**config.mk**
```make
export PLATFORM = sky130hd
export DESIGN_NAME = csb_buffer
export DESIGN_NICKNAME = d
export VERILOG_FILES = /design/src/rtl/csb_pkg.sv /design/src/rtl/csb_mem.sv /design/src/rtl/csb_map.sv /design/src/rtl/csb_crc.sv /design/src/rtl/csb_buffer.sv
export SDC_FILE = /design/constraint.sdc
export NUM_CORES = 1
export LEC_CHECK = 0
export BUFFER_PORTS_ARGS = -buffer_cell sky130_fd_sc_hd__buf_2
export CORE_MARGIN = 1.5
export CORE_UTILIZATION = 39
export CTS_CLUSTER_SIZE = 40
export DETAILED_ROUTE_END_ITERATION = 8
export GPL_TIMING_DRIVEN = 0
export MAX_ROUTING_LAYER = met4
export PLACE_DENSITY = 0.57
export SETUP_SLACK_MARGIN = 0.15
export SLEW_MARGIN = 20
export SYNTH_ARGS = -nofsm -noshare
export SYNTH_HDL_FRONTEND = slang
export SYNTH_SLANG_ARGS = --single-unit
```
**constraint.sdc**
```tcl
create_clock -name clk -period 4.6 [get_ports clk]
set_clock_uncertainty 0.15 [all_clocks]
set_input_delay 0.92 -clock clk [delete_from_list [all_inputs] [get_ports clk]]
set_output_delay 0.92 -clock clk [all_outputs]
set_load 0.03 [all_outputs]
```
**src/rtl/csb_pkg.sv**
```systemverilog
package csb_pkg;

    localparam int PTR_W = 3;  // user/aux window pointer, up to 8 slots

    typedef enum logic [1:0] {
        LAYOUT_FLAT   = 2'd0,
        LAYOUT_STREAM = 2'd1,
        LAYOUT_SPLIT  = 2'd2,
        LAYOUT_SPARE  = 2'd3
    } layout_e;

    typedef enum logic [1:0] {
        FETCH_CSA  = 2'd0,
        FETCH_CSB  = 2'd1,
        FETCH_USER = 2'd2,
        FETCH_AUX  = 2'd3
    } fetch_e;

    // One byte through the CRC-8 (poly 1Dh), data taken bit 0 first.
    function automatic logic [7:0] crc_step(input logic [7:0] crc_in,
                                            input logic [7:0] data);
        logic [7:0] c;
        logic       fb;
        c = crc_in;
        for (int i = 0; i < 8; i++) begin
            fb = c[7] ^ data[i];
            c  = {c[6:0], 1'b0} ^ (fb ? 8'h1D : 8'h00);
        end
        return c;
    endfunction

endpackage

```
**src/rtl/csb_mem.sv**
```systemverilog
module csb_mem #(
    parameter int ADDR_W = 5,
    parameter int DATA_W = 8,
    parameter int LO     = 8
) (
    input  logic              clk,
    input  logic              rst_n,
    input  logic              we,
    input  logic [ADDR_W-1:0] waddr,
    input  logic [DATA_W-1:0] wdata,
    input  logic [ADDR_W-1:0] raddr_a,
    output logic [DATA_W-1:0] rdata_a,
    input  logic [ADDR_W-1:0] raddr_b,
    output logic [DATA_W-1:0] rdata_b
);
    localparam int DEPTH = 1 << ADDR_W;

    logic [DATA_W-1:0] rows [DEPTH];

    for (genvar g = 0; g < DEPTH; g++) begin : g_row
        if (g >= LO) begin : g_store
            logic [DATA_W-1:0] row_d, row_q;
            always_comb begin
                row_d = row_q;
                if (we && (waddr == ADDR_W'(g)))
                    row_d = wdata;
            end
            always_ff @(posedge clk) begin
                if (!rst_n) row_q <= '0;
                else        row_q <= row_d;
            end
            assign rows[g] = row_q;
        end else begin : g_none
            assign rows[g] = '0;
        end
    end

    assign rdata_a = rows[raddr_a];
    assign rdata_b = rows[raddr_b];

    // the rows below the RAM area are never written
    p_low_rows_untouched_r1: assert property (@(posedge clk) disable iff (!rst_n)
        we |-> (waddr >= ADDR_W'(LO)));

endmodule

```
**src/rtl/csb_map.sv**
```systemverilog
module csb_map
    import csb_pkg::*;
#(
    parameter int ADDR_W = 5,
    parameter int IDX_W  = 5
) (
    input  layout_e           layout,
    input  fetch_e            kind,
    input  logic [IDX_W-1:0]  idx_a,
    input  logic [IDX_W-1:0]  idx_b,
    input  logic [PTR_W-1:0]  uptr,
    input  logic [PTR_W-1:0]  aptr,
    output logic [ADDR_W-1:0] addr,
    output logic              blank
);
    localparam logic [ADDR_W-1:0] CS_A_BASE  = ADDR_W'(8);
    localparam logic [ADDR_W-1:0] CS_B_BASE  = ADDR_W'(16);
    localparam logic [ADDR_W-1:0] USR_FLAT   = ADDR_W'(16);
    localparam logic [ADDR_W-1:0] AUX_FLAT   = ADDR_W'(24);
    localparam logic [ADDR_W-1:0] USR_SPLIT  = ADDR_W'(24);
    localparam logic [ADDR_W-1:0] AUX_SPLIT  = ADDR_W'(28);
    localparam int                FIXED_CNT  = 4;
    localparam int                FLAT_CNT   = 8;

    logic [IDX_W-1:0]  idx;
    logic [ADDR_W-1:0] base;
    logic              ringed;
    logic              split;

    always_comb begin
        split  = (layout == LAYOUT_SPLIT);
        ringed = (layout == LAYOUT_STREAM) || split;
        idx    = (kind == FETCH_CSB) ? idx_b : idx_a;
        base   = (split && kind == FETCH_CSB) ? CS_B_BASE : CS_A_BASE;
        blank  = 1'b0;
        addr   = base;
        case (kind)
            FETCH_CSA, FETCH_CSB: begin
                if (ringed) begin
                    if (idx < IDX_W'(FIXED_CNT)) addr = base + ADDR_W'(idx);
                    else addr = base + ADDR_W'(FIXED_CNT) + ADDR_W'(idx[1:0]);
                end else begin
                    if (idx < IDX_W'(FLAT_CNT)) addr = base + ADDR_W'(idx);
                    else                        blank = 1'b1;
                end
            end
            FETCH_USER: addr = split ? USR_SPLIT + ADDR_W'(uptr[1:0])
                                     : USR_FLAT  + ADDR_W'(uptr);
            default:    addr = split ? AUX_SPLIT + ADDR_W'(aptr[1:0])
                                     : AUX_FLAT  + ADDR_W'(aptr);
        endcase
    end

endmodule

```
**src/rtl/csb_crc.sv**
```systemverilog
module csb_crc
    import csb_pkg::*;
#(
    parameter int IDX_W    = 5,
    parameter int LAST_IDX = 23
) (
    input  logic             clk,
    input  logic             rst_n,
    input  logic             step,
    input  logic [IDX_W-1:0] idx,
    input  logic [7:0]       byte_in,
    output logic [7:0]       crc,
    output logic             pro
);
    typedef struct packed {
        logic [7:0] crc;
        logic       pro;
    } crc_state_t;

    crc_state_t s_d, s_q;

    always_comb begin
        s_d = s_q;
        if (step) begin
            if (idx == '0) begin
                s_d.crc = crc_step(8'hFF, byte_in);
                s_d.pro = byte_in[0];
            end else if (idx < IDX_W'(LAST_IDX)) begin
                s_d.crc = crc_step(s_q.crc, byte_in);
            end
        end
    end

    always_ff @(posedge clk) begin
        if (!rst_n) s_q <= '{crc: 8'hFF, pro: 1'b0};
        else        s_q <= s_d;
    end

    assign crc = s_q.crc;
    assign pro = s_q.pro;

    // the professional bit is taken from byte 0 of each block
    p_pro_capture_r9: assert property (@(posedge clk) disable iff (!rst_n)
        (step && idx == '0) |=> (pro == $past(byte_in[0])));

endmodule

```
**src/rtl/csb_buffer.sv**
```systemverilog
module csb_buffer
    import csb_pkg::*;
#(
    parameter int ADDR_W   = 5,
    parameter int DATA_W   = 8,
    parameter int CS_BYTES = 24,
    parameter int RAM_LO   = 8
) (
    input  logic              clk,
    input  logic              rst_n,
    input  logic              sel_n,
    input  logic              wr_rd,
    input  logic [ADDR_W-1:0] addr,
    input  logic [DATA_W-1:0] wdata,
    output logic [DATA_W-1:0] rdata,
    input  logic              tx_req,
    input  logic [1:0]        tx_kind,
    output logic [DATA_W-1:0] tx_data,
    output logic              tx_valid,
    output logic              irq
);
    localparam int               IDX_W     = $clog2(CS_BYTES);
    localparam logic [IDX_W-1:0] LAST_IDX  = IDX_W'(CS_BYTES - 1);
    localparam logic [IDX_W-1:0] RING_FROM = IDX_W'(5);
    localparam logic [ADDR_W-1:0] STAT_A   = ADDR_W'(0);
    localparam logic [ADDR_W-1:0] CTRL_A   = ADDR_W'(1);
    localparam int               NFLAG     = 3;

    typedef struct packed {
        logic [1:0]        mode;
        logic              crc_en;
        logic [NFLAG-1:0]  irq_en;
        logic [IDX_W-1:0]  idx_a;
        logic [IDX_W-1:0]  idx_b;
        logic [PTR_W-1:0]  uptr;
        logic [PTR_W-1:0]  aptr;
        logic [NFLAG-1:0]  flags;
        logic [DATA_W-1:0] rdata;
        logic [DATA_W-1:0] tx_data;
        logic              tx_valid;
    } state_t;

    state_t s_d, s_q;

    layout_e           lay;
    fetch_e            kind;
    logic              host_wr, host_rd, ram_we;
    logic [ADDR_W-1:0] map_addr;
    logic              map_blank;
    logic [DATA_W-1:0] ram_host, ram_tx, fetch_byte;
    logic [1:0]        crc_go;
    logic [7:0]        crc_val [2];
    logic [1:0]        pro_v;
    logic [IDX_W-1:0]  ch_idx [2];
    logic [PTR_W-1:0]  win_last, half_last, uptr_eff, aptr_eff;

    assign kind    = fetch_e'(tx_kind);
    assign lay     = (s_q.mode == 2'd3) ? LAYOUT_FLAT : layout_e'(s_q.mode);
    assign host_wr = !sel_n && !wr_rd;
    assign host_rd = !sel_n &&  wr_rd;
    assign ram_we  = host_wr && (addr >= ADDR_W'(RAM_LO));

    csb_mem #(.ADDR_W(ADDR_W), .DATA_W(DATA_W), .LO(RAM_LO)) u_mem (
        .clk(clk), .rst_n(rst_n), .we(ram_we), .waddr(addr), .wdata(wdata),
        .raddr_a(addr), .rdata_a(ram_host), .raddr_b(map_addr), .rdata_b(ram_tx)
    );

    csb_map #(.ADDR_W(ADDR_W), .IDX_W(IDX_W)) u_map (
        .layout(lay), .kind(kind), .idx_a(s_q.idx_a), .idx_b(s_q.idx_b),
        .uptr(s_q.uptr), .aptr(s_q.aptr), .addr(map_addr), .blank(map_blank)
    );

    assign fetch_byte = map_blank ? '0 : ram_tx;
    assign ch_idx[0]  = s_q.idx_a;
    assign ch_idx[1]  = s_q.idx_b;
    assign crc_go[0]  = tx_req && (kind == FETCH_CSA);
    assign crc_go[1]  = tx_req && (kind == FETCH_CSB);

    for (genvar c = 0; c < 2; c++) begin : g_crc
        csb_crc #(.IDX_W(IDX_W), .LAST_IDX(CS_BYTES - 1)) u_crc (
            .clk(clk), .rst_n(rst_n), .step(crc_go[c]), .idx(ch_idx[c]),
            .byte_in(fetch_byte[7:0]), .crc(crc_val[c]), .pro(pro_v[c])
        );
    end

    always_comb begin
        s_d          = s_q;
        s_d.tx_valid = tx_req;

        win_last  = (lay == LAYOUT_SPLIT) ? PTR_W'(3) : PTR_W'(7);
        half_last = (lay == LAYOUT_SPLIT) ? PTR_W'(1) : PTR_W'(3);
        uptr_eff  = s_q.uptr & win_last;
        aptr_eff  = s_q.aptr & win_last;

        // host control write
        if (host_wr && addr == CTRL_A) begin
            s_d.mode   = wdata[1:0];
            s_d.crc_en = wdata[2];
            s_d.irq_en = wdata[5:3];
        end

        // host read, status read clears the flags
        if (host_rd) begin
            if (addr == STAT_A)
                s_d.rdata = {{(DATA_W-NFLAG){1'b0}}, s_q.flags};
            else if (addr == CTRL_A)
                s_d.rdata = {{(DATA_W-6){1'b0}}, s_q.irq_en, s_q.crc_en, s_q.mode};
            else if (addr < ADDR_W'(RAM_LO))
                s_d.rdata = '0;
            else
                s_d.rdata = ram_host;
            if (addr == STAT_A)
                s_d.flags = '0;
        end

        // formatter fetch; flag events set after the clear so they win
        if (tx_req) begin
            s_d.tx_data = fetch_byte;
            case (kind)
                FETCH_CSA: begin
                    if (s_q.idx_a == LAST_IDX && s_q.crc_en && pro_v[0])
                        s_d.tx_data = DATA_W'(crc_val[0]);
                    s_d.idx_a = (s_q.idx_a == LAST_IDX) ? '0 : s_q.idx_a + 1'b1;
                    if (lay == LAYOUT_FLAT) begin
                        if (s_q.idx_a == LAST_IDX) s_d.flags[2] = 1'b1;
                    end else if (s_q.idx_a >= RING_FROM && s_q.idx_a[0]) begin
                        s_d.flags[2] = 1'b1;
                    end
                end
                FETCH_CSB: begin
                    if (s_q.idx_b == LAST_IDX && s_q.crc_en && pro_v[1])
                        s_d.tx_data = DATA_W'(crc_val[1]);
                    s_d.idx_b = (s_q.idx_b == LAST_IDX) ? '0 : s_q.idx_b + 1'b1;
                end
                FETCH_USER: begin
                    s_d.uptr = (uptr_eff == win_last) ? '0 : uptr_eff + 1'b1;
                    if (uptr_eff == half_last) s_d.flags[0] = 1'b1;
                    if (uptr_eff == win_last)  s_d.flags[1] = 1'b1;
                end
                default: begin
                    s_d.aptr = (aptr_eff == win_last) ? '0 : aptr_eff + 1'b1;
                end
            endcase
        end
    end

    always_ff @(posedge clk) begin
        if (!rst_n) s_q <= '0;
        else        s_q <= s_d;
    end

    assign rdata    = s_q.rdata;
    assign tx_data  = s_q.tx_data;
    assign tx_valid = s_q.tx_valid;
    assign irq      = |(s_q.flags & s_q.irq_en);

    // a byte is presented exactly one cycle after each request
    p_valid_after_req_r10: assert property (@(posedge clk) disable iff (!rst_n)
        tx_req |=> tx_valid);
    p_no_valid_without_req_r10: assert property (@(posedge clk) disable iff (!rst_n)
        !tx_req |=> !tx_valid);

    // channel counters stay inside one block
    p_idx_bound_r8: assert property (@(posedge clk) disable iff (!rst_n)
        (s_q.idx_a <= LAST_IDX) && (s_q.idx_b <= LAST_IDX));

    // every fetch lands in the RAM area
    p_fetch_in_ram_r6: assert property (@(posedge clk) disable iff (!rst_n)
        (tx_req && !map_blank) |-> (map_addr >= ADDR_W'(RAM_LO)));

    // split layout keeps channel B inside 10h..17h
    p_split_b_window_r5: assert property (@(posedge clk) disable iff (!rst_n)
        (tx_req && lay == LAYOUT_SPLIT && kind == FETCH_CSB) |->
        (map_addr >= ADDR_W'(16) && map_addr < ADDR_W'(24)));

    // a status read with no fetch leaves every flag clear
    p_status_clear_r12: assert property (@(posedge clk) disable iff (!rst_n)
        (host_rd && addr == STAT_A && !tx_req) |=> (s_q.flags == '0));

    // the interrupt only rises after a fetch or a control write
    p_irq_source_r13: assert property (@(posedge clk) disable iff (!rst_n)
        $rose(irq) |-> ($past(tx_req) || $past(host_wr && addr == CTRL_A)));

endmodule

```
# --- Yosys cells after proc, flatten, opt, wreduce, memory -nomap -nowiden ---
# Cells that the tools add are included.
word_totals:
  reg_bits: 252
  inputBits: 20
  wordCells: 273
classes:
  addsub: 11
  n_lt_le_gt_ge: 9
  n_eq_ne: 35
  n_mux: 69
  bitwise: 53
  reduce_logical: 57
ops:
  columns: ["cell", "n"]
  rows:
  - ["XOR 8 bit", 23]
  - ["2-to-1 mux 5 bit", 33]
  - ["2-to-1 mux 8 bit", 14]
  - ["== test 5 bit, second input constant", 18]
  - ["binary-select mux 8 bit (select 5 bit)", 2]
  - ["== test 5 x 4 -> 1 bit, second input constant", 8]
  - ["logical AND 1 bit", 36]
  - ["XOR 1 bit", 23]
  - ["case mux 8 bit (2 select lines)", 1]
  - ["AND reduction 2 bit", 8]
  - ["logical NOT 5 bit", 3]
  - ["2-to-1 mux 3 bit", 5]
  - ["greater-or-equal comparator 6 bit, second input constant", 2]
  - ["inverter 5 -> 6 bit", 2]
  - ["2-to-1 mux 11 bit", 1]
  - ["adder 5 x 1 -> 5 bit, second input constant", 2]
  - ["< comparator 5 x 4 -> 1 bit, second input constant", 2]
  - ["< comparator 5 bit, second input constant", 2]
  - ["case mux 5 bit (2 select lines)", 1]
  - ["bitwise AND 3 bit", 3]
  - ["2-to-1 mux 1 bit", 9]
  - ["inverter 7 bit", 1]
  - ["adder 3 x 1 -> 3 bit, second input constant", 2]
  - ["== test 2 bit, second input constant", 3]
  - ["other kinds (22)", 30]

# --- Longest topological paths before layout ---
# Gate-level depths: netlist of run 1.
logic_depth:
  depth_word: 41
  depth_mapped: 16

# --- Hierarchy ---
# From an unflattened synthesis of run 1, not the netlist that was laid out.
hier_totals:
  hier_cells: 1714
  hier_area_um2: 15389.8
modules_own_cells:
  columns: ["mod", "n_inst", "cells_per_inst", "area_per_inst_um2", "seq_area_each_um2"]
  rows:
  - ["csb_mem", 1, 1192, 10790.3, 3843.7]
  - ["csb_buffer", 1, 297, 2573.7, 840.8]
  - ["csb_crc", 2, 93, 868.3, 180.2]
  - ["csb_map", 1, 39, 289.0, 0.0]

# --- Worst setup path after synthesis of run 1 ---
# Ideal clock, no wire load.
synth_timing:
  kind: "input-to-reg"
  startpoint: "input port tx_kind[1]"
  endpoint: "register g_crc[0].u_crc.s_q, in the netlist g_crc[0].u_crc.crc[3]"
  arrival_time_ps: 4377
  t_required_ps: 4328
  path_slack_ps: -49
  cell_stages: 13
  n_path_buf: 2
  path_cell_list: "buf_2 nor2b_1 buf_2 nand2_1 ha_1 o311ai_4 o211ai_1 a32oi_4 xnor3_2 xnor2_4 xor2_2 xnor3_1 o32a_1"
synth_between:
  elab_chain_len: 27
synth_lines:
  columns: ["item", "line_no", "source"]
  rows:
  - ["from (decl)", "csb_buffer.sv:17", "input logic [1:0] tx_kind,"]
  - ["== test 2 x 1 -> 1 bit", "csb_map.sv:33, csb_map.sv:34, csb_map.sv:37", null]
  - ["logical AND 1 bit", "csb_map.sv:34", "base = (split && kind == FETCH_CSB) ? CS_B_BASE : CS_A_BASE;"]
  - ["2-to-1 mux 5 bit", "csb_map.sv:34", null]
  - ["adder 5 x 3 -> 5 bit", "csb_map.sv:41", "else addr = base + ADDR_W'(FIXED_CNT) + ADDR_W'(idx[1:0]);"]
  - ["adder 5 x 2 -> 5 bit", "csb_map.sv:41", null]
  - ["2-to-1 mux 5 bit", "csb_map.sv:40", "if (idx < IDX_W'(FIXED_CNT)) addr = base + ADDR_W'(idx);"]
  - ["2-to-1 mux 5 bit", "csb_map.sv:39", "if (ringed) begin"]
  - ["case mux 5 bit (2 select lines)", "csb_map.sv:37", "case (kind)"]
  - ["(+7 left out)", null, null]
  - ["XOR 8 bit (4 in series)", "csb_pkg.sv:27", "c = {c[6:0], 1'b0} ^ (fb ? 8'h1D : 8'h00);"]
  - ["XOR 1 bit / XOR 8 bit (equally long branches)", "csb_pkg.sv:26, csb_pkg.sv:27", null]
  - ["2-to-1 mux 5 bit / XOR 8 bit (equally long branches)", "csb_pkg.sv:27", null]
  - ["XOR 8 bit / XOR 1 bit (equally long branches)", "csb_pkg.sv:27, csb_pkg.sv:26", null]
  - ["XOR 8 bit / 2-to-1 mux 5 bit (equally long branches)", "csb_pkg.sv:27", null]
  - ["XOR 8 bit (2 in series)", "csb_pkg.sv:27", null]
  - ["2-to-1 mux 8 bit", "csb_crc.sv:28", "end else if (idx < IDX_W'(LAST_IDX)) begin"]
  - ["2-to-1 mux 8 bit", "csb_crc.sv:25", "if (idx == '0) begin"]
  - ["to (signal assigned)", "csb_crc.sv:35", "if (!rst_n) s_q <= '{crc: 8'hFF, pro: 1'b0};"]
  - ["to (decl)", "csb_crc.sv:20", "crc_state_t s_d, s_q;"]
# Several ways; a longest one is shown, not always the timed one. The select of a mux whose other input is x is not followed.
# A chain may end at the register's enable or synchronous reset.

# --- Worst setup path after layout of run 1 ---
# Ends and elaborated chain as after synthesis.

==> metrics, run 1 <==
Mapped Area around 0.015 sq mm; syn nets ~1600; CTS Root Cell clkbuf_16; Fin Setup TNS 0 ns; Max Fclk approximately 0.22 GHz; Leak between 6 and 7 nW; fin nets about 1700; vias in the first global route about 12000; GRT overflow 0; DR DRC count 0; Critical Path AT ~4.8 ns; initial antenna violation count 0; CTS tree built; Worst-path clk slew around 0.07 ns; outcome completed; first-pass GRT wire length approximately 83 mm; layout cells sized above 1 22.80%; placer congestion estimate 0.9855; clk_lat worst skew 0.60 ns; crit-path max FO 10; period utilization between 90% and 100%; hold-fix buffer count after cts 0; DP HPWL just over 40 mm; Synth Warn # 0; area of the multi-input gates 0.009375 sq mm; PortBufs 28; unrepaired setup endpoints after global routing yes; Post-synth EDFFs 0; Peak VDD IR around 0.00027 V; PwrDens 325.1 mW/mm^2; R2R depth 14; fin crit period 4.493 ns; worst-margin pin slew 1.108 ns; max cap viols 0; Initial Utilization around two fifths; Avg Inst Size Synth 9.556 sq um; ant diodes 0; Synth top area share 34.53%; largest net degree at the start of global routing 16; Synth area leaders dfxtp_1, mux2i_1, mux4_2; top-count cell post-synth nor2_1; final instance area between 0.015 and 0.02 sq mm; Netlist cell types 90; WL final 57.20 mm; final std cells w/o fill around 2100; DRT iter0 DRCs 1322; Layout area overhead 19.22%; GRT Total Usage 30.00%; Core Box Area around 0.037 sq mm; area leader, netlist dfxtp_1; Worst EP required slightly below 5 ns; Final Hold Fails 0; register area share after synthesis 34.53%; Die Wd around 200 um; H-tree depth 1; routed len/inst roughly 27 um; Inst Count DP 2030; CP startpoint kind primary input; Clock Sinks 252; Antenna Nets Post-Route 0; FILL cells ~3600; Setup Crit Path Kind primary input to register; die area 0.03864 sq mm; placed inst area between 0.015 and 0.02 sq mm; first-pass detailed-route iteration total 6; worst min-delay path class register to register; CTS Buf Count 29; I/O pins 38; Worst setup EP type register; Slew headroom between 20% and 30%; Synth Register Bits between 200 and 300; FP Rows 70; Vias about 13000; Final Max Slew Viols 0; Die H about 200 um; synth cell count leaders nor2_1, dfxtp_1, mux2i_1; Post-synth top flop dfxtp_1; Async S/R FF share, synth 0%; Clock Tree Buf Depth 3; Mapped Cells ~1500; routed vias/inst about 6.1; worst hold path depth 2; Seq. cell area approximately 0.005 sq mm; final setup vio count 0
[timing repair]
item	4_1_cts	5_1_grt
setup endpoints to repair	19	14
pin swaps	17	19
setup buffers	24	27
gates cloned	0	1
resized for setup	53	64
[stage by stage]
step	power [mW]	util (%)	setup WS, ns	hold slack, ns
3_5_place_dp	3.180	42.04	-1.592	0.3147
3_3_place_gp	3.173	41.77	-1.717	0.3112
2_1_floorplan	2.914	-	0.1560	0.2932
5_1_grt	5.816	47.35	0.02476	0.3422
4_1_cts	5.587	45.88	0.1475	0.3274
6_report	5.662	47.35	0.1072	0.3180
[kinds of logic (layout without fill, tap and decap cells)]
| group | count (synthesis) | in the layout | share of synthesized area [%] |
|---|---|---|---|
| compound gates | 250 | 250 | 12.81 |
| xor+xnor | 75 | 75 | 5.301 |
| fa+ha+maj | 8 | 8 | 0.6851 |
| buf+inv | 158 | 296 | 5.035 |
| flops | 252 | 252 | 34.53 |
| mux | 321 | 321 | 27.44 |
| simple gates | 465 | 465 | 14.21 |
[per-layer routing]
layer,wire (um),global-route usage (%),up-vias
li1,-,-,5785
met1,23820,38.70,6428
met2,25050,44.46,696
met3,4855,5.270,184
met4,3484,16.84,0
met5,0,-,-
[layout make-up]
| type | instances | share of cell area (%) |
|---|---|---|
| Multi-Input combinational cell | 1119 | 53.82 |
| Sequential cell | 252 | 28.97 |
| Clock buffer | 42 | 4.906 |
| Buffer | 139 | 4.288 |
| Timing Repair Buffer | 85 | 3.627 |
| Tap cell | 468 | 3.362 |
| Clock inverter | 11 | 0.5962 |
| Inverter | 19 | 0.4310 |
[placed cells by master (no fill, tap or decap), drive strengths merged, types with 4 or more instances in the layout]
cell / Yosys / routed
o22ai: 13 / 13
a2111oi: 7 / 7
o211ai: 10 / 10
clkbuf: 88 / 134
clkinv: 1 / 7
xnor2: 51 / 51
nor3: 19 / 19
a31oi: 7 / 7
o21ai: 27 / 27
a21oi: 77 / 77
o32ai: 4 / 4
nor3b: 4 / 4
o221ai: 14 / 14
nand4: 6 / 6
a32oi: 6 / 6
nand2: 79 / 79
or3: 6 / 6
a221oi: 9 / 9
mux2i: 234 / 234
o2111a: 4 / 4
ha: 8 / 8
nand2b: 11 / 11
o2111ai: 4 / 4
mux4: 61 / 61
xor2: 18 / 18
a22oi: 9 / 9
and3: 6 / 6
mux2: 26 / 26
buf: 51 / 132
nand3: 41 / 41
nor2: 256 / 256
inv: 18 / 19
xnor3: 6 / 6
a211oi: 19 / 19
nor2b: 6 / 6
dfxtp: 252 / 252
a2bb2oi: 13 / 13
and2: 5 / 5
[critical path, stage by stage]
cell	delay, ns
buf_4	0.16
nor4b_4	0.46
a2111o_1	0.33
buf_4	0.17
buf_4	0.28
nand3_1	0.14
o221ai_1	0.12
o211ai_1	0.16
a32oi_4	0.37
xnor3_2	0.54
xnor2_4	0.21
xor2_2	0.21
xnor3_1	0.44
o32a_1	0.29
[final timing paths]
kind | start | endpoint | slack, ns
max | tx_kind[1] | g_crc[0].u_crc.crc[3] | 0.11
max reg2reg | ch_idx[4] | g_crc[0].u_crc.crc[3] | 0.14
min reg2reg | s_q[40] | s_q[40] | 0.32
min | s_q[40] | s_q[40] | 0.32
[registers in the layout, indices dropped and copies added (netlist names)]
name / count
g_crc.u_crc.crc: 16
tx_valid: 1
u_mem.g_row.g_store.row_q: 192
ch_idx: 10
g_crc.u_crc.pro: 2
tx_data: 8
rdata: 8
s_q: 15
[power breakdown]
part	total [mW]	internal (mW)	switching [mW]	leakage, nW
clock network	2.36	1.35	1.02	0.473
logic	1.06	0.438	0.625	4.22
registers	2.24	2.21	0.0272	2.04
total	5.66	3.99	1.67	6.73
Note: power is estimated with default switching activity, not from simulation.
==> run 2: changes to the inputs <==
- RECOVER_POWER: default -> 50
==> metrics, run 2 (same netlist as run 1, synthesis figures left out) <==
vias in the first global route roughly 12000; routed vias/inst around 6.1; Inst Count DP 2030; reg2reg start ch_idx[4]; period utilization 98.39%; Peak VDD IR around 0.00027 V; FP Rows 70; Max Fclk between 0.2 and 0.25 GHz; CTS Buf Count 29; DR DRC count 0; ant diodes 0; layout cells sized above 1 between 20% and 30%; worst hold path depth 2; DP HPWL approximately 40 mm; H-tree depth 1; Worst setup EP type register; Combinational Power Share between 10% and 20%; Vias ~13000; worst-margin pin slew roughly 1.5 ns; first-pass detailed-route iteration total 8; CTS tree built; net switching power about 1.7 mW; Sw Ratio a little under 30%; final std cells w/o fill approximately 2100; R2R Setup Slk ~0.11 ns; pre-CTS setup slack -1.592 ns; Seq pwr share between 30% and 40%; outcome complete, but fails checks; initial antenna violation count 0; Clock Tree Buf Depth 3; PwrDens ~330 mW/mm^2; Setup Crit Path Kind primary input to register; Core Box Area between 0.03 and 0.04 sq mm; Die H between 150 and 200 um; I/O pins 38; clock power share about two fifths; placer congestion estimate 0.9855; crit-path max FO 10; Slew headroom ~1.1%; unrepaired setup endpoints after global routing yes; final setup vio count 0; Top reg by flops u_mem.g_row.g_store.row_q; final worst slack between 0.07 and 0.08 ns; Worst Hold Endpoint s_q[40]; die area slightly below 0.04 sq mm; Initial Utilization roughly two fifths; Worst EP required between 4 and 5 ns; WL final approximately 57 mm; fin nets approximately 1700; CTS Root Cell clkbuf_16; clk_lat worst skew roughly 0.59 ns; worst min-delay path class register to register; Final Max Slew Viols 0; Die Wd 196.6 um; routed len/inst 26.87 um; Worst-path clk slew 0.06 ns; hold path startpoint s_q[40]; failing checks capacitance limit; first-pass GRT wire length 83.15 mm; most frequent cells in the layout nor2_1, dfxtp_1, mux2i_1, clkbuf_1, nand2_1; Layout area overhead 18.67%; largest net degree at the start of global routing 16; hold-fix buffer count after cts 0; Critical Path AT slightly below 5 ns; Final Hold Fails 0; Antenna Nets Post-Route 0; GRT overflow 0; GRT Total Usage about 30%; max cap viols 2; PortBufs 28; CP startpoint kind primary input; Leak 6.635 nW; R2R depth 14; max FFs per register around 190; worst r2r dst g_crc[0].u_crc.crc[3]; Pint 3.991 mW; fin crit period 4.526 ns; DRT iter0 DRCs between 1000 and 1500; Clock Sinks ~250; Fin Setup TNS 0 ns
[run 2: stage by stage]
step,hold slack (ns),instance area [sq um],power [mW],util [%]
2_1_floorplan,0.2932,14640,2.914,-
3_3_place_gp,0.3112,15370,3.173,41.77
3_5_place_dp,0.3147,15460,3.180,42.04
4_1_cts,0.3274,16880,5.587,45.88
5_1_grt,0.3422,17340,5.811,47.14
6_report,0.3180,17340,5.662,47.14
[run 2: cell type report]
type                            instances  area (sq um)
Clock inverter                         11         103.9
Tap cell                              468         585.6
Sequential cell                       252          5046
Buffer                                139         747.0
Inverter                               19         75.07
Multi-Input combinational cell       1119          9341
Clock buffer                           42         854.6
Timing Repair Buffer                   85         585.6
Fill cell                            3586         19450
[run 2: timing repair]
item | in CTS | in global routing
pin swaps | 17 | 19
setup buffers | 24 | 27
endpoints found under the setup margin | 19 | 14
resized for setup | 53 | 64
cloned | 0 | 1
[run 2: per-layer routing]
layer | GRT usage [%] | up-vias | wire [um]
li1 | - | 5786 | -
met1 | 38.70 | 6445 | 23950
met2 | 44.46 | 686 | 25010
met3 | 5.270 | 189 | 4807
met4 | 16.84 | 0 | 3597
met5 | - | - | 0
[run 2: worst max-delay path: stages]
cell and delay, ns:
buf_4 0.16, nor4b_4 0.45, a2111o_1 0.33, buf_4 0.17, buf_4 0.28, nand3_1 0.14, o221ai_1 0.12, o211ai_1 0.16
a32oi_4 0.38, xnor3_1 0.55, xnor2_4 0.23, xor2_2 0.21, xnor3_1 0.44, o32a_1 0.29
[run 2: worst max path at each step]
stage | start | to | slack (ns) | cells past startpoint
6_report | tx_kind[1] | g_crc[0].u_crc.crc[3] | 0.07 | 14
5_1_grt | tx_kind[1] | g_crc[0].u_crc.crc[3] | -0.002 | 13
4_1_cts | tx_kind[0] | g_crc[1].u_crc.crc[5] | 0.15 | 16
3_5_place_dp | tx_kind[0] | g_crc[1].u_crc.crc[5] | -1.59 | 14
3_3_place_gp | tx_kind[0] | g_crc[0].u_crc.crc[3] | -1.72 | 12
2_1_floorplan | tx_kind[0] | g_crc[0].u_crc.crc[3] | 0.16 | 13
[run 2: power groups by stage]
stage                     sequential [mW]  combinational, mW  clock [mW]
after detailed placement             2.28              0.897           0
final                                2.24               1.06        2.37
after global routing                 2.24               1.10        2.47
after global placement               2.28              0.891           0
after floorplan                      2.27              0.640           0
after CTS                            2.23              0.969        2.38
